===== src/rtl/dmach_pkg.sv =====
package dmach_pkg;
  localparam int MODE_W = 3;

  typedef enum logic [MODE_W-1:0] {
    MD_STOP  = 3'd0,
    MD_BASIC = 3'd1,
    MD_AUTO  = 3'd2,
    MD_PP    = 3'd3,
    MD_MSG_P = 3'd4,
    MD_MSG_A = 3'd5,
    MD_PSG_P = 3'd6,
    MD_PSG_A = 3'd7
  } md_e;

  typedef enum logic [2:0] {
    S_IDLE, S_FETCH, S_WAIT, S_ARB, S_BUSY
  } st_e;

  // Scatter-gather code sitting in the wrong structure
  function automatic logic md_misplaced(input logic [MODE_W-1:0] m, input logic alt);
    return (alt && (m == MD_MSG_P || m == MD_PSG_P)) ||
           (!alt && (m == MD_MSG_A || m == MD_PSG_A));
  endfunction

  // Each item needs its own request
  function automatic logic md_per_req(input logic [MODE_W-1:0] m);
    return (m == MD_BASIC) || (m == MD_PP) || (m == MD_PSG_A);
  endfunction

  // Cycle end moves to the other structure
  function automatic logic md_chains(input logic [MODE_W-1:0] m);
    return (m == MD_PP) || (m == MD_MSG_P) || (m == MD_MSG_A) ||
           (m == MD_PSG_P) || (m == MD_PSG_A);
  endfunction
endpackage


===== src/rtl/dmach_ctl_store.sv =====
module dmach_ctl_store
  import dmach_pkg::*;
#(
  parameter int CNT_W = 10
) (
  input  logic              clk,
  input  logic              rst,
  input  logic              host_we,
  input  logic              host_sel,
  input  logic [MODE_W-1:0] host_mode,
  input  logic [CNT_W-1:0]  host_cnt,
  input  logic              wb_we,
  input  logic              wb_sel,
  input  logic              rd_sel,
  output logic [MODE_W-1:0] rd_mode,
  output logic [CNT_W-1:0]  rd_cnt
);
  localparam int NSTRUCT = 2;

  logic [NSTRUCT*MODE_W-1:0] mode_flat;
  logic [NSTRUCT*CNT_W-1:0]  cnt_flat;

  for (genvar g = 0; g < NSTRUCT; g++) begin : g_struct
    logic [MODE_W-1:0] mode_q;
    logic [CNT_W-1:0]  cnt_q;
    always_ff @(posedge clk) begin
      if (rst) begin
        mode_q <= MD_STOP;
        cnt_q  <= '0;
      end else if (host_we && (int'(host_sel) == g)) begin
        mode_q <= host_mode;          // host write wins over write-back
        cnt_q  <= host_cnt;
      end else if (wb_we && (int'(wb_sel) == g)) begin
        mode_q <= MD_STOP;
      end
    end
    assign mode_flat[g*MODE_W +: MODE_W] = mode_q;
    assign cnt_flat[g*CNT_W +: CNT_W]    = cnt_q;
  end

  assign rd_mode = mode_flat[int'(rd_sel)*MODE_W +: MODE_W];
  assign rd_cnt  = cnt_flat[int'(rd_sel)*CNT_W +: CNT_W];
endmodule


===== src/rtl/dmach_item_ctr.sv =====
module dmach_item_ctr #(
  parameter int W = 10
) (
  input  logic         clk,
  input  logic         rst,
  input  logic         load,
  input  logic [W-1:0] load_val,
  input  logic         dec,
  output logic         last
);
  logic [W-1:0] cnt_q;

  always_ff @(posedge clk) begin
    if (rst)       cnt_q <= '0;
    else if (load) cnt_q <= load_val;
    else if (dec)  cnt_q <= cnt_q - 1'b1;
  end

  assign last = (cnt_q == '0);
endmodule


===== src/rtl/dmach_mode_seq.sv =====
module dmach_mode_seq
  import dmach_pkg::*;
#(
  parameter int CNT_W = 10
) (
  input  logic              clk,
  input  logic              rst,
  input  logic              req,
  input  logic              host_we,
  input  logic              host_sel,
  input  logic [MODE_W-1:0] host_mode,
  input  logic [CNT_W-1:0]  host_cnt,
  input  logic              arb_gnt,
  input  logic              item_done,
  output logic              arb_req,
  output logic              xfer_stb,
  output logic              alt_sel,
  output logic              cyc_done,
  output logic              wb_valid,
  output logic              wb_sel,
  output logic              err
);
  st_e               st;
  logic [MODE_W-1:0] mode_q;
  logic [MODE_W-1:0] rd_mode;
  logic [CNT_W-1:0]  rd_cnt;
  logic              last;
  logic              bad, runnable, start, fin, ctr_load, ctr_dec;

  dmach_ctl_store #(.CNT_W(CNT_W)) u_store (
    .clk(clk), .rst(rst),
    .host_we(host_we), .host_sel(host_sel), .host_mode(host_mode), .host_cnt(host_cnt),
    .wb_we(fin), .wb_sel(alt_sel),
    .rd_sel(alt_sel), .rd_mode(rd_mode), .rd_cnt(rd_cnt)
  );

  dmach_item_ctr #(.W(CNT_W)) u_ctr (
    .clk(clk), .rst(rst),
    .load(ctr_load), .load_val(rd_cnt), .dec(ctr_dec), .last(last)
  );

  // Fetch-time decode of the active structure
  assign bad      = md_misplaced(rd_mode, alt_sel);
  assign runnable = !bad && (rd_mode != MD_STOP);
  assign start    = ((st == S_IDLE) && req) || (st == S_FETCH);
  assign ctr_load = start && runnable;
  assign fin      = (st == S_BUSY) && item_done && last;
  assign ctr_dec  = (st == S_BUSY) && item_done && !last;
  assign arb_req  = (st == S_ARB);

  always_ff @(posedge clk) begin
    if (rst) begin
      st       <= S_IDLE;
      mode_q   <= MD_STOP;
      alt_sel  <= 1'b0;
      xfer_stb <= 1'b0;
      cyc_done <= 1'b0;
      wb_valid <= 1'b0;
      wb_sel   <= 1'b0;
      err      <= 1'b0;
    end else begin
      xfer_stb <= 1'b0;
      cyc_done <= 1'b0;
      wb_valid <= 1'b0;
      if (host_we) err <= 1'b0;
      if (start && bad) err <= 1'b1;

      unique case (st)
        S_IDLE: begin
          if (req && runnable) begin
            mode_q <= rd_mode;
            st     <= S_ARB;          // this request covers the first item
          end
        end
        S_FETCH: begin
          if (runnable) begin
            mode_q <= rd_mode;
            st     <= md_per_req(rd_mode) ? S_WAIT : S_ARB;
          end else begin
            alt_sel <= 1'b0;
            st      <= S_IDLE;
          end
        end
        S_WAIT: if (req) st <= S_ARB;
        S_ARB: begin
          if (arb_gnt) begin
            xfer_stb <= 1'b1;
            st       <= S_BUSY;
          end
        end
        S_BUSY: begin
          if (item_done) begin
            if (last) begin
              cyc_done <= 1'b1;
              wb_valid <= 1'b1;
              wb_sel   <= alt_sel;
              if (md_chains(mode_q)) begin
                alt_sel <= ~alt_sel;
                st      <= S_FETCH;
              end else begin
                alt_sel <= 1'b0;
                st      <= S_IDLE;
              end
            end else begin
              st <= md_per_req(mode_q) ? S_WAIT : S_ARB;
            end
          end
        end
        default: st <= S_IDLE;
      endcase
    end
  end
endmodule


===== config.mk =====
export PLATFORM = sky130hd
export DESIGN_NAME = dmach_mode_seq
export DESIGN_NICKNAME = d
export VERILOG_FILES = /design/src/rtl/dmach_pkg.sv /design/src/rtl/dmach_ctl_store.sv /design/src/rtl/dmach_item_ctr.sv /design/src/rtl/dmach_mode_seq.sv
export SDC_FILE = /design/constraint.sdc
export NUM_CORES = 1
export LEC_CHECK = 0
export CELL_PAD_IN_SITES_DETAIL_PLACEMENT = 0
export CELL_PAD_IN_SITES_GLOBAL_PLACEMENT = 1
export CORE_MARGIN = 2
export CORE_UTILIZATION = 41
export DETAILED_ROUTE_END_ITERATION = 6
export GPL_ROUTABILITY_DRIVEN = 1
export PLACE_DENSITY = 0.86
export SETUP_SLACK_MARGIN = 0.02
export SLEW_MARGIN = 40
export SYNTH_ARGS = -nofsm -noshare
export SYNTH_HDL_FRONTEND = slang
export SYNTH_SLANG_ARGS = --single-unit

===== constraint.sdc =====
create_clock -name clk -period 3 [get_ports clk]
set_input_delay 0.6 -clock clk [delete_from_list [all_inputs] [get_ports clk]]
set_output_delay 0.6 -clock clk [all_outputs]
set_load 0.03 [all_outputs]

==> results of run 1 <==
==> flip-flops by register name (all words and copies together) (netlist names) <==
name,cells
alt_sel,1
err,1
mode_q,3
st,3
u_ctr.cnt_q,10
u_store.g_struct.cnt_q,20
u_store.g_struct.mode_q,6
wb_sel,1
wb_valid,1
xfer_stb,1
==> cell usage after synthesis (2+ instances only) <==
library cell   n
a211oi_1       8
a221oi_1       2
xor2_1         4
nor4_1         3
nor2_1        21
buf_1          4
a31oi_1        2
inv_1          5
nand2_1       60
or2_2          2
o21ai_0        6
nand3_1        7
a311oi_1       2
mux2i_1       11
or3_1          3
a21oi_1       40
nand3b_1       2
nand4b_1       2
dfxtp_1       47
o21a_1         3
buf_2          2
nor2b_1        4
clkbuf_1      11
nand2b_1       5
or4_1          2
nor3_1         6
==> power groups by stage <==
stage	combinational, W	sequential (W)	clock, W
6_report	0.000211	0.000690	0.000467
5_1_grt	0.000238	0.000696	0.000506
4_1_cts	0.000212	0.000690	0.000482
3_5_place_dp	0.000211	0.000704	0
3_3_place_gp	0.000209	0.000703	0
2_1_floorplan	0.000148	0.000692	0
==> layer usage <==
layer,wire [um],vias up
li1,-,1045
met2,2250,30
met4,80,0
met3,172,7
met1,2540,935
met5,0,-
==> final timing paths <==
kind	start	to	slack [ns]
setup / recovery	st[0]	arb_req	0.61
hold / removal	u_store.g_struct[0].cnt_q[6]	u_store.g_struct[0].cnt_q[6]	0.46
setup reg to reg	u_ctr.cnt_q[0]	u_store.g_struct[0].mode_q[2]	0.78
hold reg to reg	u_store.g_struct[0].cnt_q[6]	u_store.g_struct[0].cnt_q[6]	0.46
==> critical path: stages (launching register included) <==
cell             delay [ns]
dfxtp_1                0.52
nand2_1                0.16
nor2_1                 0.14
clkdlybuf4s50_1        0.68
==> through the flow <==
stage / hold WS (ns) / instances / utilization, % / area (um^2)
2_1_floorplan: 0.433 / 286 / - / 2270
3_3_place_gp: 0.440 / 373 / 47.8 / 2600
3_5_place_dp: 0.446 / 373 / 47.8 / 2600
4_1_cts: 0.459 / 381 / 49.9 / 2710
5_1_grt: 0.482 / 381 / 49.9 / 2710
6_report: 0.458 / 381 / 49.9 / 2710
==> area by class of cell <==
type	instances	area share, %
Tap cell	72	3.32
Multi-Input combinational cell	216	45.6
Sequential cell	47	34.7
Clock inverter	3	1.62
Clock buffer	5	2.54
Inverter	5	0.692
Timing Repair Buffer	33	11.5
==> logic make-up (layout without fill, tap and decap cells) <==
logic type	after synthesis	count (layout)
xor+xnor	4	4
mux	12	12
buf+inv	23	46
fa+ha+maj	1	1
simple gates	127	127
compound gates	72	72
flops	47	47
==> metrics list, run 1 <==
- Effective utilization at floorplan: approximately two fifths
* Post-synthesis area per instance: ~8 um^2
- The first global-routing pass estimated between 8000 and 9000 um of wire.
- The number of clock buffers added by TritonCTS is 5.
- After layout, the worst setup slack is slightly above 0.6 ns.
- Net count reported at finish: roughly 330
- Number of flops mapped to enable cells by yosys: 0
- Area occupied by registers: between 900 and 1000 um^2
- Async S/R FF share, synth: 0%
* Reg2reg path depth: 7
- Main area contributors after synthesis: dfxtp_1, nand2_1, a21oi_1, mux2i_1, nor2_1
* PostCTS Resize Cnt: 0
- The worst setup path is launched from a register.
* Required time at the endpoint of the critical path: between 2 and 2.5 ns
* Worst Hold Path Cells: 2
* Ratio of routed vias to standard cells: approximately 5.3
- The routed design has 5040 um of wire.
* Cell Area, Synth: 2270 um^2
- Largest clock skew in the final design: 0.00707 ns
- Crit Path Class: reg2out
- In this run, synthesis produced a sequential element count of 47.
* Routed wire length per instance: ~13 um
- met2 is the most crowded layer.
* Layout-stage area growth over the synthesis result: 19.5%
- Share of power burned in the clock network: approximately a third
- Most frequent standard cell in the layout excluding fill and tap cells: nand2_1
* Class of the tightest hold or removal check: reg2reg
* Overall die area: a little over 6000 um^2
- The final-report max-slew violation count is 0.
- Switching part of the total: between 20% and 30%
- Based on the critical path, the design can be clocked at up to between 400 and 500 MHz.
* Xor and xnor fraction of the mapped netlist area: 1.54%
* Remaining global-route overflow: 0
- Most used cells in the layout excluding fill and tap cells: nand2_1, dfxtp_1, a21oi_1
* Sinks on the clock net: 47
- After clock tree synthesis, the setup repair step added 0 buffers.
- The floorplan step set the die width to around 78 um.
- Data arrival time at the worst-slack endpoint: ~1.8 ns
- Layout cells sized above 1: 8.09%
* Leakage power figure: 0.936 nW
- Register area share after synthesis: between 40% and 50%
- In the final timing run, aggregate negative setup slack is 0 ns.
* Die outline height: 78.4 um
- Area taken by multi-input logic gates: around 1200 um^2
- The number of nets in the synthesized netlist is approximately 310.
- DP Worst Slack: ~0.46 ns
- The routed layout has between 2000 and 2500 vias.
- Sw power: around 0.00036 W
- Cell taking the most area after synthesis: dfxtp_1
- Synthesis warning total: 0
- The floorplan has 27 rows.
* Total inserted antenna cells: 0
- Antenna violations before repair: 0
* Clock transition at the register clock pins on the worst setup and hold paths after CTS: about 0.09 ns
* Clock H-tree levels: 2
* Filler instances: roughly 560
- IO Count: 27
- Crit end category: output pin
* Pin count of the biggest net entering global routing: 27
- Summed over all nets, the half-perimeter wirelength after detailed placement is roughly 3600 um.
- Crit-path max FO: 11
- After synthesis, the largest family of logic cells by area is simple AND/OR/NAND/NOR gates.
- The internal portion of the total power is roughly 0.001 W.
- TritonRoute pass-1 iters: 4
- Final Hold Violating Endpoints: 0
- The cell count after synthesis came out at about 290.
- Global-route usage over all layers: around 18%
- Starting DRT DRC Count: 93
- Synth cell types: 48
- Post-route clock period utilization: roughly four fifths
- Met3 demand-to-capacity share in global routing: under 10%
* Latest clock arrival within the worst-skew pair: 0.30 ns
- The number of global-route vias before repair was roughly 1800.
- After synthesis, the largest area contributor takes up 41.5% of total cell area.
- Met2 track demand over resource in global routing: 26.5%
- Setup repair after global routing left no endpoint under its margin.
- Dominant register cell in the synthesized netlist: dfxtp_1
* Floorplan Core Area: between 5000 and 6000 um^2
- In the global route stage, met1 resource usage came out at 25.1%.
- Setup violations remaining at the end of the flow were counted as 0.
- In this run the power density over the cells is between 500 and 600 nW/um^2.
* Number of hold buffers added after CTS: 0
* Worst Max-Slew Pin Slew: ~0.59 ns
- The cell sitting at the root of the clock tree is a clkbuf_8.
- Summing the areas of all compound-gate instances in the mapped netlist gives 19.4% of the synthesized area.
- Final GP Congestion: 0.760
* Register share of total power: 50.4%
- Slew Limit Headroom: about three fifths
* Number of nets with antenna violations after routing: 0
- Proportion of synthesized area in mux cells: 5.35%
* Shortest period the worst path allows: approximately 2.4 ns
- For this run, design rule violations remaining after detail routing come to 0.
* CTS tree: done
- Maximum capacitance violations: 0
- The longest clock path from root to sink contains 2 buffers.
- Tot Pwr: roughly 0.0014 W
- In this run, the combinational gates consume 15.4% of the power.
- The synthesized netlist devotes between 20% and 30% of its cell area to simple gates.
- Status: completed
- Worst IR Drop VDD: 0.316 mV
- Share of synthesized cell area in full adder, half adder and majority cells: less than 1%
- Buffers on Ports: 26
No activity file was read; power rests on OpenSTA's default activity.
==> inputs of run 2 (changes only) <==
clock period = 2.4 ns   (was 3 ns; I/O delays follow)
==> run 2 against run 1 <==
Effect of this change: cell area rose by 0.55%; register-to-register slack got worse by 0.58 ns; final cell count rose by 0.26%; count of clock-buffer cells in the layout rose by 1; sequential power rose by 25%; first-iteration DRC count fell by 27%; global-route usage fell by 0.19 points; clock skew fell by 0.0014 ns; largest power group unchanged; total power rose by 18%; critical endpoint unchanged; clock power rose by 2%; hold slack improved by 0.00073 ns; critical path depth did not move.
==> metrics list, run 2 (synthesized netlist as in run 1, its figures left out) <==
- The die covers ~6100 um^2.
- Wirelength, routed: ~5100 um
- RSZ-0062 raised after global routing: no
- Crit end category: output pin
- The most critical setup path has its startpoint at st[0].
- CTS Buffer Depth: 2
- Once routing completed, OpenROAD measured the worst setup slack at 0.151 ns.
- The worst hold path belongs to the class reg2reg.
- For the final routed database, the setup TNS stands at 0 ns.
- Register-to-Register Setup Slack: approximately 0.20 ns
- Most used cells in the layout excluding fill and tap cells: nand2_1, dfxtp_1, a21oi_1
- The largest registers in the layout are u_store.g_struct.cnt_q x20, u_ctr.cnt_q x10, u_store.g_struct.mode_q x6.
- Final Hold Violating Endpoints: 0
- The library cell used most frequently in the layout, excluding fill and tap cells, is nand2_1.
- Top Family by Delay on Critical Path: buffers and inverters
- Routed wire length per instance: roughly 13 um
- Counting both buffers and inverters, the worst setup path holds a total of 1.
* Clock transition at the register clock pins on the worst setup and hold paths after CTS: around 0.09 ns
* Final GP Congestion: around 0.8
* Row cnt: 27
* Global-route usage over all layers: about 18%
* Critical R2R Capture: u_store.g_struct[0].mode_q[0]
* Number of nets with antenna violations after routing: 0
* Reg2reg path depth: 7
- Net count reported at finish: roughly 330
- At the pin with the least slew margin, the transition time is between 0.5 and 0.6 ns.
- Leakage power figure: 0.943 nW
- Reg2Reg Launch Point: u_ctr.cnt_q[0]
- The final route contains slightly below 2000 vias.
- Largest clock skew in the final design: around 0.0057 ns
- The critical path runs through a total of 3 cells.
- The H-tree was split into 2 levels.
- Detailed placement finished with a half-perimeter wire length of between 3000 and 4000 um.
* Placement Cell Area: about 2600 um^2
* Final setup violation count: 0
- For this run, the number of standard cells in the final layout without fillers is 382.
- Die extent in x: 78.4 um
* Worst IR Drop VDD: approximately 0.43 mV
- Floorplan Core Area: approximately 5400 um^2
* Filler instances: 535
- The worst hold path passes through 2 cells.
- Maximum frequency from static timing analysis: roughly 440 MHz
- The number of global-route vias before repair was roughly 1800.
- Entering global routing, the biggest net connects 48 pins.
* Critical Path, Cell by Cell: nand2_1, nor2_1, clkdlybuf4s50_1
- TritonCTS built the clock tree.
* Delay of the slowest critical-path stage: slightly below 0.7 ns
* Number of setup buffers added after CTS: 0
- Effective utilization at floorplan: 41.7%
* PostCTS Resize Cnt: 0
- The die is a little under 80 um tall.
- Global routing finished with a remaining overflow of 0.
* Maximum capacitance violations: 0
* Crit-path max FO: 11
* Placed cell count: ~380
* Required time at the endpoint of the critical path: between 1.5 and 2 ns
* Data arrival time at the worst-slack endpoint: 1.77 ns
- Shortest period the worst path allows: roughly 2.2 ns
* Crit path to: arb_req
- PD cells: 591 nW/um^2
- Layout-stage area growth over the synthesis result: 20.1%
- Cells with a size suffix above 1 make up approximately 8.4% of the layout.
* End-of-flow core utilization: around half
* Total inserted antenna cells: 0
- Antenna violations before repair: 0
- Number of clock buffers inserted by TritonCTS: 5
* Status: completed
- The first global-routing pass estimated about 8400 um of wire.
- Counting every sink on the clock net gives 47.
- Buffers on Ports: 26
* Crit Path Class: reg2out
* CP Launch Type: register
- DP Worst Slack: ~0.031 ns
- Slowest cell on crit path: clkdlybuf4s50_1
* Post-route clock period utilization: between 90% and 100%
- For this run, design rule violations remaining after detail routing come to 0.
- Ratio of routed vias to standard cells: between 5 and 6
* TritonRoute pass-1 iters: 4
* Register containing the most flip-flops in the final layout: u_store.g_struct.cnt_q
- The final-report max-slew violation count was 0.
- With fillers left out, the area of the finished cells amounts to 2730 um^2.
* Max reg flops: 20
- Master cell of the clock root buffer: clkbuf_8
- Buffers inserted to repair hold after CTS numbered 0.
- Pin placement for this block handled 27 I/O pins.
- Latest clock arrival within the worst-skew pair: around 0.29 ns
- Slew Limit Headroom: just over 60%
* Starting DRT DRC Count: a little under 70
## run 2: metal layers
metal	global-route usage (%)	wire, um	up-vias
met2	28.5	2400	24
met5	0	0	-
met4	5.26	34	0
li1	-	-	1054
met3	3.79	137	2
met1	23.5	2550	889
## run 2: power by group
group,total [W],switching [W],internal [W]
Sequential,0.000862,0.0000415,0.000821
Clock,0.000477,0.000250,0.000226
Combinational,0.000273,0.000141,0.000131
## run 2: worst min-delay path, cell delays in order (launching register included)
cell and delay (ns):
dfxtp_1 0.31, nand2_1 0.05, a21oi_1 0.05
## run 2: cell type report
cell class	count	area [um^2]	area share (%)
multi-input cells	216	1240	45.3
flip-flops and latches	47	941	34.5
repair buffers	35	353	12.9
well taps	72	90.1	3.30
clock buffers	6	82.6	3.03
inverters	5	18.8	0.688
clock inverters	1	5.00	0.184
## run 2: worst min path at each step
stage | start | end | slack, ns
after floorplan | u_store.g_struct[1].cnt_q[8] | u_store.g_struct[1].cnt_q[8] | 0.43
after global placement | u_store.g_struct[1].cnt_q[8] | u_store.g_struct[1].cnt_q[8] | 0.44
after detailed placement | u_store.g_struct[0].cnt_q[4] | u_store.g_struct[0].cnt_q[4] | 0.45
after CTS | u_store.g_struct[0].cnt_q[4] | u_store.g_struct[0].cnt_q[4] | 0.46
after global routing | u_store.g_struct[0].cnt_q[6] | u_store.g_struct[0].cnt_q[6] | 0.48
final | u_store.g_struct[0].cnt_q[4] | u_store.g_struct[0].cnt_q[4] | 0.46
## run 2: stage by stage
| stage | hold slack (ns) | total power [W] |
|---|---|---|
| after floorplan | 0.433 | 0.00105 |
| after global placement | 0.439 | 0.00115 |
| after detailed placement | 0.447 | 0.00115 |
| after CTS | 0.459 | 0.00163 |
| after global routing | 0.478 | 0.00170 |
| final | 0.459 | 0.00161 |
